File: src/rtl/dmr_pkg.sv
package dmr_pkg;

  localparam int REG_W     = 16;
  localparam int MODE_REGS = 11;

  // Mode window indices whose position the scan-out side decodes
  localparam int IDX_ID     = 0;
  localparam int IDX_XRES   = 1;
  localparam int IDX_YRES   = 2;
  localparam int IDX_BPP    = 3;
  localparam int IDX_ENABLE = 4;
  localparam int IDX_VWIDTH = 6;
  localparam int IDX_XOFF   = 8;
  localparam int IDX_YOFF   = 9;
  localparam int IDX_MEM    = 10;

  localparam logic [REG_W-1:0] ID_VALUE = 16'hB0C5;

  // Extended window
  localparam int          EXT_OFF_SIZE     = 0;
  localparam int          EXT_OFF_ORDER    = 4;
  localparam logic [31:0] EXT_WINDOW_BYTES = 32'd8;
  localparam logic [31:0] ORDER_BIG        = 32'hBEBEBEBE;
  localparam logic [31:0] ORDER_LITTLE     = 32'h1E1E1E1E;
  localparam logic [1:0]  SIZE_WORD        = 2'b10;

  typedef struct packed {
    logic [REG_W-1:0] enable;
    logic [REG_W-1:0] bpp;
    logic [REG_W-1:0] xres;
    logic [REG_W-1:0] yres;
    logic [REG_W-1:0] vwidth;
    logic [REG_W-1:0] xoff;
    logic [REG_W-1:0] yoff;
  } mode_view_t;

  // Round up to a power of two inside [4 MiB, 256 MiB], report in 64 KiB units
  function automatic logic [REG_W-1:0] mem_units(input longint bytes);
    longint p;
    p = 64'd4194304;
    for (int i = 0; i < 6; i++) begin
      if (p < bytes) p = p * 2;
    end
    return REG_W'(p >> 16);
  endfunction

endpackage

File: src/rtl/dmr_rst_sync.sv
module dmr_rst_sync (
  input  logic clk,
  input  logic rst_n,
  output logic srst_n
);
  logic meta_q;

  always_ff @(posedge clk or negedge rst_n) begin
    if (!rst_n) begin
      meta_q <= 1'b0;
      srst_n <= 1'b0;
    end else begin
      meta_q <= 1'b1;
      srst_n <= meta_q;
    end
  end
endmodule

File: src/rtl/dmr_mode_bank.sv
module dmr_mode_bank
  import dmr_pkg::*;
#(
  parameter int               IDX_W     = 7,
  parameter logic [REG_W-1:0] MEM_UNITS = 16'h0100
) (
  input  logic             clk,
  input  logic             rst_n,
  input  logic             wr_en,
  input  logic [IDX_W-1:0] wr_idx,
  input  logic [REG_W-1:0] wr_data,
  input  logic [IDX_W-1:0] rd_idx,
  output logic [REG_W-1:0] rd_data,
  output mode_view_t       view
);
  localparam int FLAT_W = MODE_REGS * REG_W;

  logic [FLAT_W-1:0] bank_flat;

  for (genvar g = 0; g < MODE_REGS; g++) begin : g_slot
    if (g == IDX_ID || g == IDX_MEM) begin : g_const
      // computed on read, no storage
      assign bank_flat[g*REG_W +: REG_W] = '0;
    end else begin : g_store
      logic             hit;
      logic [REG_W-1:0] slot_d;
      logic [REG_W-1:0] slot_q;

      assign hit = wr_en && (wr_idx == IDX_W'(g));

      always_comb begin
        slot_d = slot_q;
        if (hit) slot_d = wr_data;
      end

      always_ff @(posedge clk or negedge rst_n) begin
        if (!rst_n) slot_q <= '0;
        else        slot_q <= slot_d;
      end

      assign bank_flat[g*REG_W +: REG_W] = slot_q;
    end
  end

  always_comb begin
    rd_data = '1;
    for (int i = 0; i < MODE_REGS; i++) begin
      if (rd_idx == IDX_W'(i)) rd_data = bank_flat[i*REG_W +: REG_W];
    end
    if (rd_idx == IDX_W'(IDX_ID))  rd_data = ID_VALUE;
    if (rd_idx == IDX_W'(IDX_MEM)) rd_data = MEM_UNITS;
  end

  assign view.enable = bank_flat[IDX_ENABLE*REG_W +: REG_W];
  assign view.bpp    = bank_flat[IDX_BPP*REG_W    +: REG_W];
  assign view.xres   = bank_flat[IDX_XRES*REG_W   +: REG_W];
  assign view.yres   = bank_flat[IDX_YRES*REG_W   +: REG_W];
  assign view.vwidth = bank_flat[IDX_VWIDTH*REG_W +: REG_W];
  assign view.xoff   = bank_flat[IDX_XOFF*REG_W   +: REG_W];
  assign view.yoff   = bank_flat[IDX_YOFF*REG_W   +: REG_W];
endmodule

File: src/rtl/dmr_ext_regs.sv
module dmr_ext_regs
  import dmr_pkg::*;
#(
  parameter int ADDR_W = 8
) (
  input  logic              clk,
  input  logic              rst_n,
  input  logic              wr_en,
  input  logic              word_ok,
  input  logic [ADDR_W-1:0] offset,
  input  logic [31:0]       wr_data,
  output logic [31:0]       rd_data,
  output logic              big_endian
);
  logic at_order;
  logic at_size;
  logic be_d;
  logic be_q;

  assign at_order = (offset == ADDR_W'(EXT_OFF_ORDER));
  assign at_size  = (offset == ADDR_W'(EXT_OFF_SIZE));

  always_comb begin
    be_d = be_q;
    if (wr_en && word_ok && at_order) begin
      if (wr_data == ORDER_BIG)         be_d = 1'b1;
      else if (wr_data == ORDER_LITTLE) be_d = 1'b0;
    end
  end

  always_ff @(posedge clk or negedge rst_n) begin
    if (!rst_n) be_q <= 1'b0;
    else        be_q <= be_d;
  end

  always_comb begin
    rd_data = '0;
    if (word_ok) begin
      if (at_size)  rd_data = EXT_WINDOW_BYTES;
      if (at_order) rd_data = be_q ? ORDER_BIG : ORDER_LITTLE;
    end
  end

  assign big_endian = be_q;
endmodule

File: src/rtl/dmr_regfile.sv
module dmr_regfile
  import dmr_pkg::*;
#(
  parameter int ADDR_W    = 8,
  parameter int MEM_BYTES = 16777216
) (
  input  logic              clk,
  input  logic              rst_n,
  input  logic              req_i,
  input  logic              we_i,
  input  logic              ext_sel_i,
  input  logic [1:0]        size_i,
  input  logic [ADDR_W-1:0] addr_i,
  input  logic [31:0]       wdata_i,
  output logic              rvalid_o,
  output logic [31:0]       rdata_o,
  output logic [15:0]       mode_enable_o,
  output logic [15:0]       mode_bpp_o,
  output logic [15:0]       mode_xres_o,
  output logic [15:0]       mode_yres_o,
  output logic [15:0]       mode_vwidth_o,
  output logic [15:0]       mode_xoff_o,
  output logic [15:0]       mode_yoff_o,
  output logic              fb_big_endian_o
);
  localparam int               IDX_W     = ADDR_W - 1;
  localparam logic [REG_W-1:0] MEM_UNITS = mem_units(longint'(MEM_BYTES));

  logic             srst_n;
  logic             mode_wr;
  logic             ext_wr;
  logic             rd_req;
  logic             word_ok;
  logic [IDX_W-1:0] idx;
  logic [REG_W-1:0] mode_rd;
  logic [31:0]      ext_rd;
  logic [31:0]      rsp_sel;
  mode_view_t       view;

  logic             rvalid_d, rvalid_q;
  logic [31:0]      rdata_d,  rdata_q;

  dmr_rst_sync i_rst_sync (
    .clk    (clk),
    .rst_n  (rst_n),
    .srst_n (srst_n)
  );

  assign idx     = addr_i[ADDR_W-1:1];
  assign word_ok = (size_i == SIZE_WORD);
  assign mode_wr = req_i && we_i && !ext_sel_i;
  assign ext_wr  = req_i && we_i && ext_sel_i;
  assign rd_req  = req_i && !we_i;

  dmr_mode_bank #(
    .IDX_W     (IDX_W),
    .MEM_UNITS (MEM_UNITS)
  ) i_mode_bank (
    .clk     (clk),
    .rst_n   (srst_n),
    .wr_en   (mode_wr),
    .wr_idx  (idx),
    .wr_data (wdata_i[REG_W-1:0]),
    .rd_idx  (idx),
    .rd_data (mode_rd),
    .view    (view)
  );

  dmr_ext_regs #(
    .ADDR_W (ADDR_W)
  ) i_ext_regs (
    .clk        (clk),
    .rst_n      (srst_n),
    .wr_en      (ext_wr),
    .word_ok    (word_ok),
    .offset     (addr_i),
    .wr_data    (wdata_i),
    .rd_data    (ext_rd),
    .big_endian (fb_big_endian_o)
  );

  assign rsp_sel = ext_sel_i ? ext_rd : {16'h0000, mode_rd};

  always_comb begin
    rvalid_d = rd_req;
    rdata_d  = rdata_q;
    if (rd_req) rdata_d = rsp_sel;
  end

  always_ff @(posedge clk or negedge srst_n) begin
    if (!srst_n) begin
      rvalid_q <= 1'b0;
      rdata_q  <= '0;
    end else begin
      rvalid_q <= rvalid_d;
      rdata_q  <= rdata_d;
    end
  end

  assign rvalid_o      = rvalid_q;
  assign rdata_o       = rdata_q;
  assign mode_enable_o = view.enable;
  assign mode_bpp_o    = view.bpp;
  assign mode_xres_o   = view.xres;
  assign mode_yres_o   = view.yres;
  assign mode_vwidth_o = view.vwidth;
  assign mode_xoff_o   = view.xoff;
  assign mode_yoff_o   = view.yoff;
endmodule

File: config.mk
export PLATFORM = sky130hd
export DESIGN_NAME = dmr_regfile
export DESIGN_NICKNAME = d
export VERILOG_FILES = /design/src/rtl/dmr_pkg.sv /design/src/rtl/dmr_rst_sync.sv /design/src/rtl/dmr_mode_bank.sv /design/src/rtl/dmr_ext_regs.sv /design/src/rtl/dmr_regfile.sv
export SDC_FILE = /design/constraint.sdc
export NUM_CORES = 1
export LEC_CHECK = 0
export ABC_AREA = 1
export CAP_MARGIN = 20
export CORE_ASPECT_RATIO = 0.8
export CORE_UTILIZATION = 54
export CTS_CLUSTER_DIAMETER = 40
export DETAILED_ROUTE_END_ITERATION = 16
export PLACE_DENSITY = 0.86
export SLEW_MARGIN = 0
export SYNTH_ARGS = -nofsm -noshare
export SYNTH_HDL_FRONTEND = slang
export SYNTH_SLANG_ARGS = --single-unit
export TNS_END_PERCENT = 100
File: constraint.sdc
create_clock -name clk -period 10.3 [get_ports clk]
set_input_delay 2.06 -clock clk [delete_from_list [all_inputs] [get_ports clk]]
set_output_delay 2.06 -clock clk [all_outputs]
set_load 0.02 [all_outputs]
==> results of run 1 <==
-- worst max path at each step --
stage	startpoint	endpoint	slack [ns]	cells past startpoint
5_1_grt	addr_i[4]	i_mode_bank.g_slot[8].g_store.slot_q[14]	5.66	7
6_report	addr_i[4]	i_mode_bank.g_slot[8].g_store.slot_q[14]	5.84	7
3_5_place_dp	we_i	i_mode_bank.g_slot[6].g_store.slot_q[7]	5.52	5
4_1_cts	we_i	i_mode_bank.g_slot[6].g_store.slot_q[14]	5.89	5
2_1_floorplan	i_rst_sync.srst_n	i_ext_regs.big_endian	5.33	0
3_3_place_gp	we_i	i_mode_bank.g_slot[6].g_store.slot_q[1]	5.71	5
-- routing by layer --
metal | up-vias | track usage, %
met5 | - | 0
met4 | 0 | 14.6
met3 | 59 | 4.89
met2 | 391 | 52.9
met1 | 3606 | 42.4
li1 | 3448 | -
-- synthesized netlist by cell type (5+ instances only) --
cell,count
dfrtp_1,166
clkbuf_1,31
inv_2,9
nand3b_1,16
nor2_4,5
nor2_1,96
o21ai_0,111
o21ai_1,44
inv_1,76
or2_2,10
nor4_1,6
buf_4,16
nand3_1,43
nand2_1,280
or2_1,9
nand4_1,21
a21oi_1,11
buf_2,10
-- layout by cell type (no fill, tap or decap), drive strengths merged, types with 6 or more instances in the layout --
cell           instances
nand3                 45
nand2                284
clkdlybuf4s50        188
nor4                   6
nor2                 105
dfrtp                166
nand3b                16
inv                   88
o21ai                155
or2                   23
clkbuf                18
a21oi                 11
nand4                 21
-- registers in the layout, indices dropped and copies added (netlist names) --
name	flops
i_mode_bank.g_slot.g_store.slot_q	144
i_rst_sync.srst_n	1
i_rst_sync.meta_q	1
i_ext_regs.big_endian	1
rdata_o	18
rvalid_o	1
-- power breakdown --
part           switching [mW]  internal (mW)
clock                   0.277          0.389
combinational           0.102         0.0752
sequential             0.0218          0.677
-- logic make-up (layout without fill, tap and decap cells) --
group | Yosys count | in the layout
and+or+nand+nor | 504 | 504
AOI/OAI and AO/OA | 166 | 166
DFF | 166 | 166
buffers and inverters | 143 | 311
other | 2 | 6
-- stage by stage --
stage | hold slack (ns) | total power, mW
global placement | 0.278 | 0.882
floorplan | 0.331 | 0.798
finish | 0.283 | 1.54
detailed placement | 0.287 | 0.886
CTS | 0.303 | 1.54
global route | 0.323 | 1.59
-- cell type report --
cell class                      instances  area (um^2)
Clock inverter                         14          173
Timing Repair Buffer                  193         1930
Antenna cell                            1         2.50
Clock buffer                           18          439
Sequential cell                       166         4160
Multi-Input combinational cell        675         3070
Tap cell                              180          225
Inverter                               86          324
Fill cell                             997         3510
==> impl_metrics.toml, run 1 <==
[cells_and_area]
fin_util_pct = 74.6
fin_cells = 1333
area_growth_pct = 32.0
drive_gt1_share_pct = 6.34
final_cell_area_um2 = 10300
nNetsFinal = 1186

[worst_setup_path]
rrSetupSlack_ns = 8.77
path_delay_family = "simple AND/OR/NAND/NOR gates"
crit_arrival_ns = 4.78
cpMaxStageDelayCell = "clkdlybuf4s50_1"
worstSetupStartpointType = "input pin"
r2r-end = "i_mode_bank.g_slot[8].g_store.slot_q[1]"
path_cells = "clkdlybuf4s50_1 > nand2_1 > nor2_2 > nand2_1 > inv_2 > nand2_1 > o21ai_0"
worst_r2r_path_depth = 1
regToRegStartpoint = "i_rst_sync.srst_n"
path_max_fanout = 32
cp.required_ns = 10.62
end_kind = "register"
worst-path-buf-inv = 2
slowest_delay_ns = 0.63
setup.worst_path.class = "input pin to register"
cp_common_cell = "nand2_1"

[synthesis]
synth_top_family_by_area = "simple AND/OR/NAND/NOR gates"
async_flop_share_pct = 100
synth_edf_count = 0
synth_top_area_share_pct = 53.1
syn_avg_cell_area_um2 = 7.97
ys_ff_latch = 166
synth-seq-area-share_pct = 53.1
synth_cell_types = 27
ys_warn_count = 0
syn_inst = 981
syn_area_um2 = 7820
synth_largest_area_cell = "dfrtp_1"
synthAdderAreaFrac_pct = 0
muxShareOfSynthArea_pct = 0
synth-simple-area-share_pct = 28.4
synth-compound-area-share_pct = 10.6
synth-xor-area-share_pct = 0
netlist_top_cells_area = "dfrtp_1 (53%), nand2_1 (13%), o21ai_0 (7.1%)"
ys.flop_type = "dfrtp_1"

[timing]
worst_pin_slew_ns = 1.12
finalCriticalPeriod_ns = 4.46
slew_headroom_pct = 25.5
fmax_mhz = 224
tns_ns = 0
finalCritPeriodShare_pct = 43.3
clock_skew_ns = 0.00986
setup_ws_ns = 5.84
final_hold_viol_count = 0
drv_slew = 0
rsz0062_at_grt = "false"
setup_violations = 0

[clocking]
cts_tree = "done"
clk_latency_ns = 0.44
cts_max_level = 4
clkTransAtPathRegs_ns = 0.07
cts_root_buf = "clkbuf_16"
postCtsHoldBufs = 0
cts.path.max_buffers = 2
cts_made_buffers = 17
cts_resized = 0
clock_sinks = 166
post-cts-setup-buffers = 0

[floorplan]
num_io_pins = 193
core_um2 = 13800
rows = 38
die_y_um = 110
start_util_pct = 56.5
die_area_um2 = 15000
die-width_um = 137

[route]
top_layer = "met4"
via_per_inst = 5.63
drt-initial-drc-count = 838
num_vias = 7504
drc = 0
ant_nets = 0
wl_met1_mm = 9.40
drt_first_pass_iters = 5
route.met2.wl_mm = 11.3
wl_per_cell_um = 17.3
dr_wl_met3_mm = 1.73
drt_wl_total_mm = 23.1

[pwr]
p_leak_nw = 4.62
powerDensity_nw_per_um2 = 149
peakVddDrop_v = 0.000134

[place]
numPortBuffers = 188
place.gp.congestion = 0.892
dpl-instance-area_um2 = 9680
hpwl_mm = 15.9
place_ws_ns = 5.52
place_inst = 1298

[job]
cap_viol_max_count = 0

[run_status]
status = "finished clean"

[global_routing]
grt_pass1_vias = 7018
grt_pass1_wl_mm = 36.1
grt_usage_pct = 32.2
grt_max_degree = 71
overflow = 0
antenna_found_initial = 0

[worst_hold_path]
hold_path_class = "register to asynchronous set/reset pin"
No activity file was read; power rests on OpenSTA's default activity.
==> run 2: changes to the inputs <==
--- a/config.mk
+++ b/config.mk
@@ -8,10 +8,10 @@
 export ABC_AREA = 1
 export CAP_MARGIN = 20
 export CORE_ASPECT_RATIO = 0.8
-export CORE_UTILIZATION = 54
+export CORE_UTILIZATION = 50
 export CTS_CLUSTER_DIAMETER = 40
 export DETAILED_ROUTE_END_ITERATION = 16
-export PLACE_DENSITY = 0.86
+export PLACE_DENSITY = 0.81
 export SLEW_MARGIN = 0
 export SYNTH_ARGS = -nofsm -noshare
 export SYNTH_HDL_FRONTEND = slang
==> constraint.sdc (replaced) <==
create_clock -name clk -period 4.4 [get_ports clk]
set_input_delay 0.88 -clock clk [delete_from_list [all_inputs] [get_ports clk]]
set_output_delay 0.88 -clock clk [all_outputs]
set_load 0.02 [all_outputs]
==> run 2 against run 1 <==
Compared with the run above:
- register-to-register slack got worse by 5.7 ns
- worst setup slack lost 4.5 ns
- routed wire length fell by 4.8%
- sequential cell count is the same
- critical path depth stayed put
- global-route usage is 3.8 points lower
- clock skew shrank 0.0031 ns
- sequential share of layout area down 0.19 points
==> impl_metrics.toml, run 2 (same netlist as run 1, synthesis figures left out) <==
[pwr]
power_mw = 3.57
powerDensity_nw_per_um2 = 345
peakVddDrop_v = 0.000276
p_leak_nw = 4.62

[global_routing]
use_met2_pct = 45.3
globalRouteMet3Util_pct = 4.24
grt_pass1_wl_mm = 34.8
grt.busiest_layer = "met2"
grtUsageMet1_pct = 38.7
grt_usage_pct = 28.3
antenna_found_initial = 0
overflow = 0
grt_pass1_vias = 6743
grt_max_degree = 80

[run_status]
status = "finished clean"

[route]
drt_wl_total_mm = 22.0
ant_nets = 0
drc = 0
drt_first_pass_iters = 5
wl_per_cell_um = 16.1
drt-initial-drc-count = 724
via_per_inst = 5.31
num_vias = 7242

[clocking]
cts_resized = 0
postCtsHoldBufs = 0
post-cts-setup-buffers = 0
cts_tree = "done"
clk_latency_ns = 0.43
clkTransAtPathRegs_ns = 0.06
cts_root_buf = "clkbuf_16"
cts.path.max_buffers = 2
clock_sinks = 166
cts_made_buffers = 17
cts_max_level = 4

[cells_and_area]
fin_util_pct = 68.4
largest_register_ff_count = 144
largest_register = "i_mode_bank.g_slot.g_store.slot_q"
fin_cells = 1364
nNetsFinal = 1188
fillers = 1201
diodes = 0
area_growth_pct = 32.6
final_common_cell = "nand2_1"
layout_common_cells = "nand2_1 (280), clkdlybuf4s50_1 (188), dfrtp_1 (165), o21ai_0 (111), nor2_1 (96)"
drive_gt1_share_pct = 6.41

[timing]
final_hold_viol_count = 0
fmax_mhz = 331
drv_slew = 0
worst_pin_slew_ns = 1.03
setup_violations = 0
rsz0062_at_grt = "false"
finalCritPeriodShare_pct = 68.7
tns_ns = 0
finalCriticalPeriod_ns = 3.02
clock_skew_ns = 0.00674
slew_headroom_pct = 31.1
hold_ws_ns = 0.155

[floorplan]
rows = 40
die-width_um = 142
core_um2 = 15200
die_y_um = 114
start_util_pct = 51.6
num_io_pins = 193
die_area_um2 = 16100

[worst_setup_path]
setup.worst_path.class = "input pin to register"
cp_common_cell = "nand2_1"
slowest_delay_ns = 0.61
worst-path-buf-inv = 2
path_delay_family = "simple AND/OR/NAND/NOR gates"
path_cells = "clkdlybuf4s50_1 > nand2_1 > nor2_2 > nand2_1 > inv_2 > nand2_1 > o21ai_0"
crit_arrival_ns = 3.35
cpMaxStageDelayCell = "clkdlybuf4s50_1"
worstSetupStartpointType = "input pin"
cp.required_ns = 4.72
end_kind = "register"
path_max_fanout = 32

[place]
numPortBuffers = 188
place.gp.congestion = 0.942
hpwl_mm = 15.8
place_inst = 1331

[job]
cap_viol_max_count = 0

[worst_hold_path]
hold_path_class = "register to asynchronous set/reset pin"
==> run 2: cell types whose count changed in the layout (fill, tap and decap cells not counted) <==
cell | previous run | this run
clkbuf_8 | 1 | 0
clkinv_4 | 1 | 3
inv_6 | 3 | 2
diode_2 | 1 | 0
buf_4 | 3 | 6
buf_8 | 2 | 0
clkbuf_1 | 0 | 1
clkinv_2 | 3 | 2
buf_16 | 0 | 1
==> run 2: final timing paths <==
check,from,endpoint,slack (ns),cells past startpoint
max in group asynchronous,i_rst_sync.srst_n,i_mode_bank.g_slot[9].g_store.slot_q[1],3.17,2
max,addr_i[4],i_mode_bank.g_slot[8].g_store.slot_q[14],1.38,7
max reg2reg,i_mode_bank.g_slot[2].g_store.slot_q[4],rdata_o[4],3.11,7
min,i_rst_sync.srst_n,i_mode_bank.g_slot[2].g_store.slot_q[7],0.16,0
min in group clk,i_rst_sync.meta_q,i_rst_sync.srst_n,0.35,0
min reg2reg,i_rst_sync.srst_n,i_mode_bank.g_slot[2].g_store.slot_q[7],0.16,0
==> run 2: layout make-up <==
cell class / count / area [um^2] / area share, %
well taps: 210 / 263 / 2.53
clock inverters: 14 / 176 / 1.70
clock buffers: 18 / 429 / 4.14
multi-input cells: 675 / 3070 / 29.6
repair buffers: 195 / 1950 / 18.8
inverters: 86 / 324 / 3.12
flip-flops and latches: 166 / 4160 / 40.1
==> run 2: report_power, final <==
part	internal (mW)	switching, mW	leakage (nW)
combinational	0.179	0.241	2.08
sequential	1.58	0.0468	2.26
clock	0.896	0.626	0.279
==> run 2: worst reg2reg max path: stages (launching register included) <==
cell and delay (ns):
dfrtp_1 0.40, nand3b_1 0.12, nand3_1 0.10, nor2_1 0.12, nand3_1 0.08, nor2_1 0.14, nand3_1 0.11, a21oi_1 0.15
==> run 2: per-stage QoR <==
stage | instance area, um^2 | setup slack [ns]
after floorplan | 7830 | 1.65
after global placement | 9740 | 1.09
after detailed placement | 9740 | 0.965
after CTS | 10300 | 1.41
after global routing | 10400 | 1.02
final | 10400 | 1.38
==> run 2: routing by layer <==
layer  routed length [um]  vias up
met5                    0        -
li1                     -     3454
met3                 1350       44
met4                  517        0
met1                 9540     3458
met2                10600      286
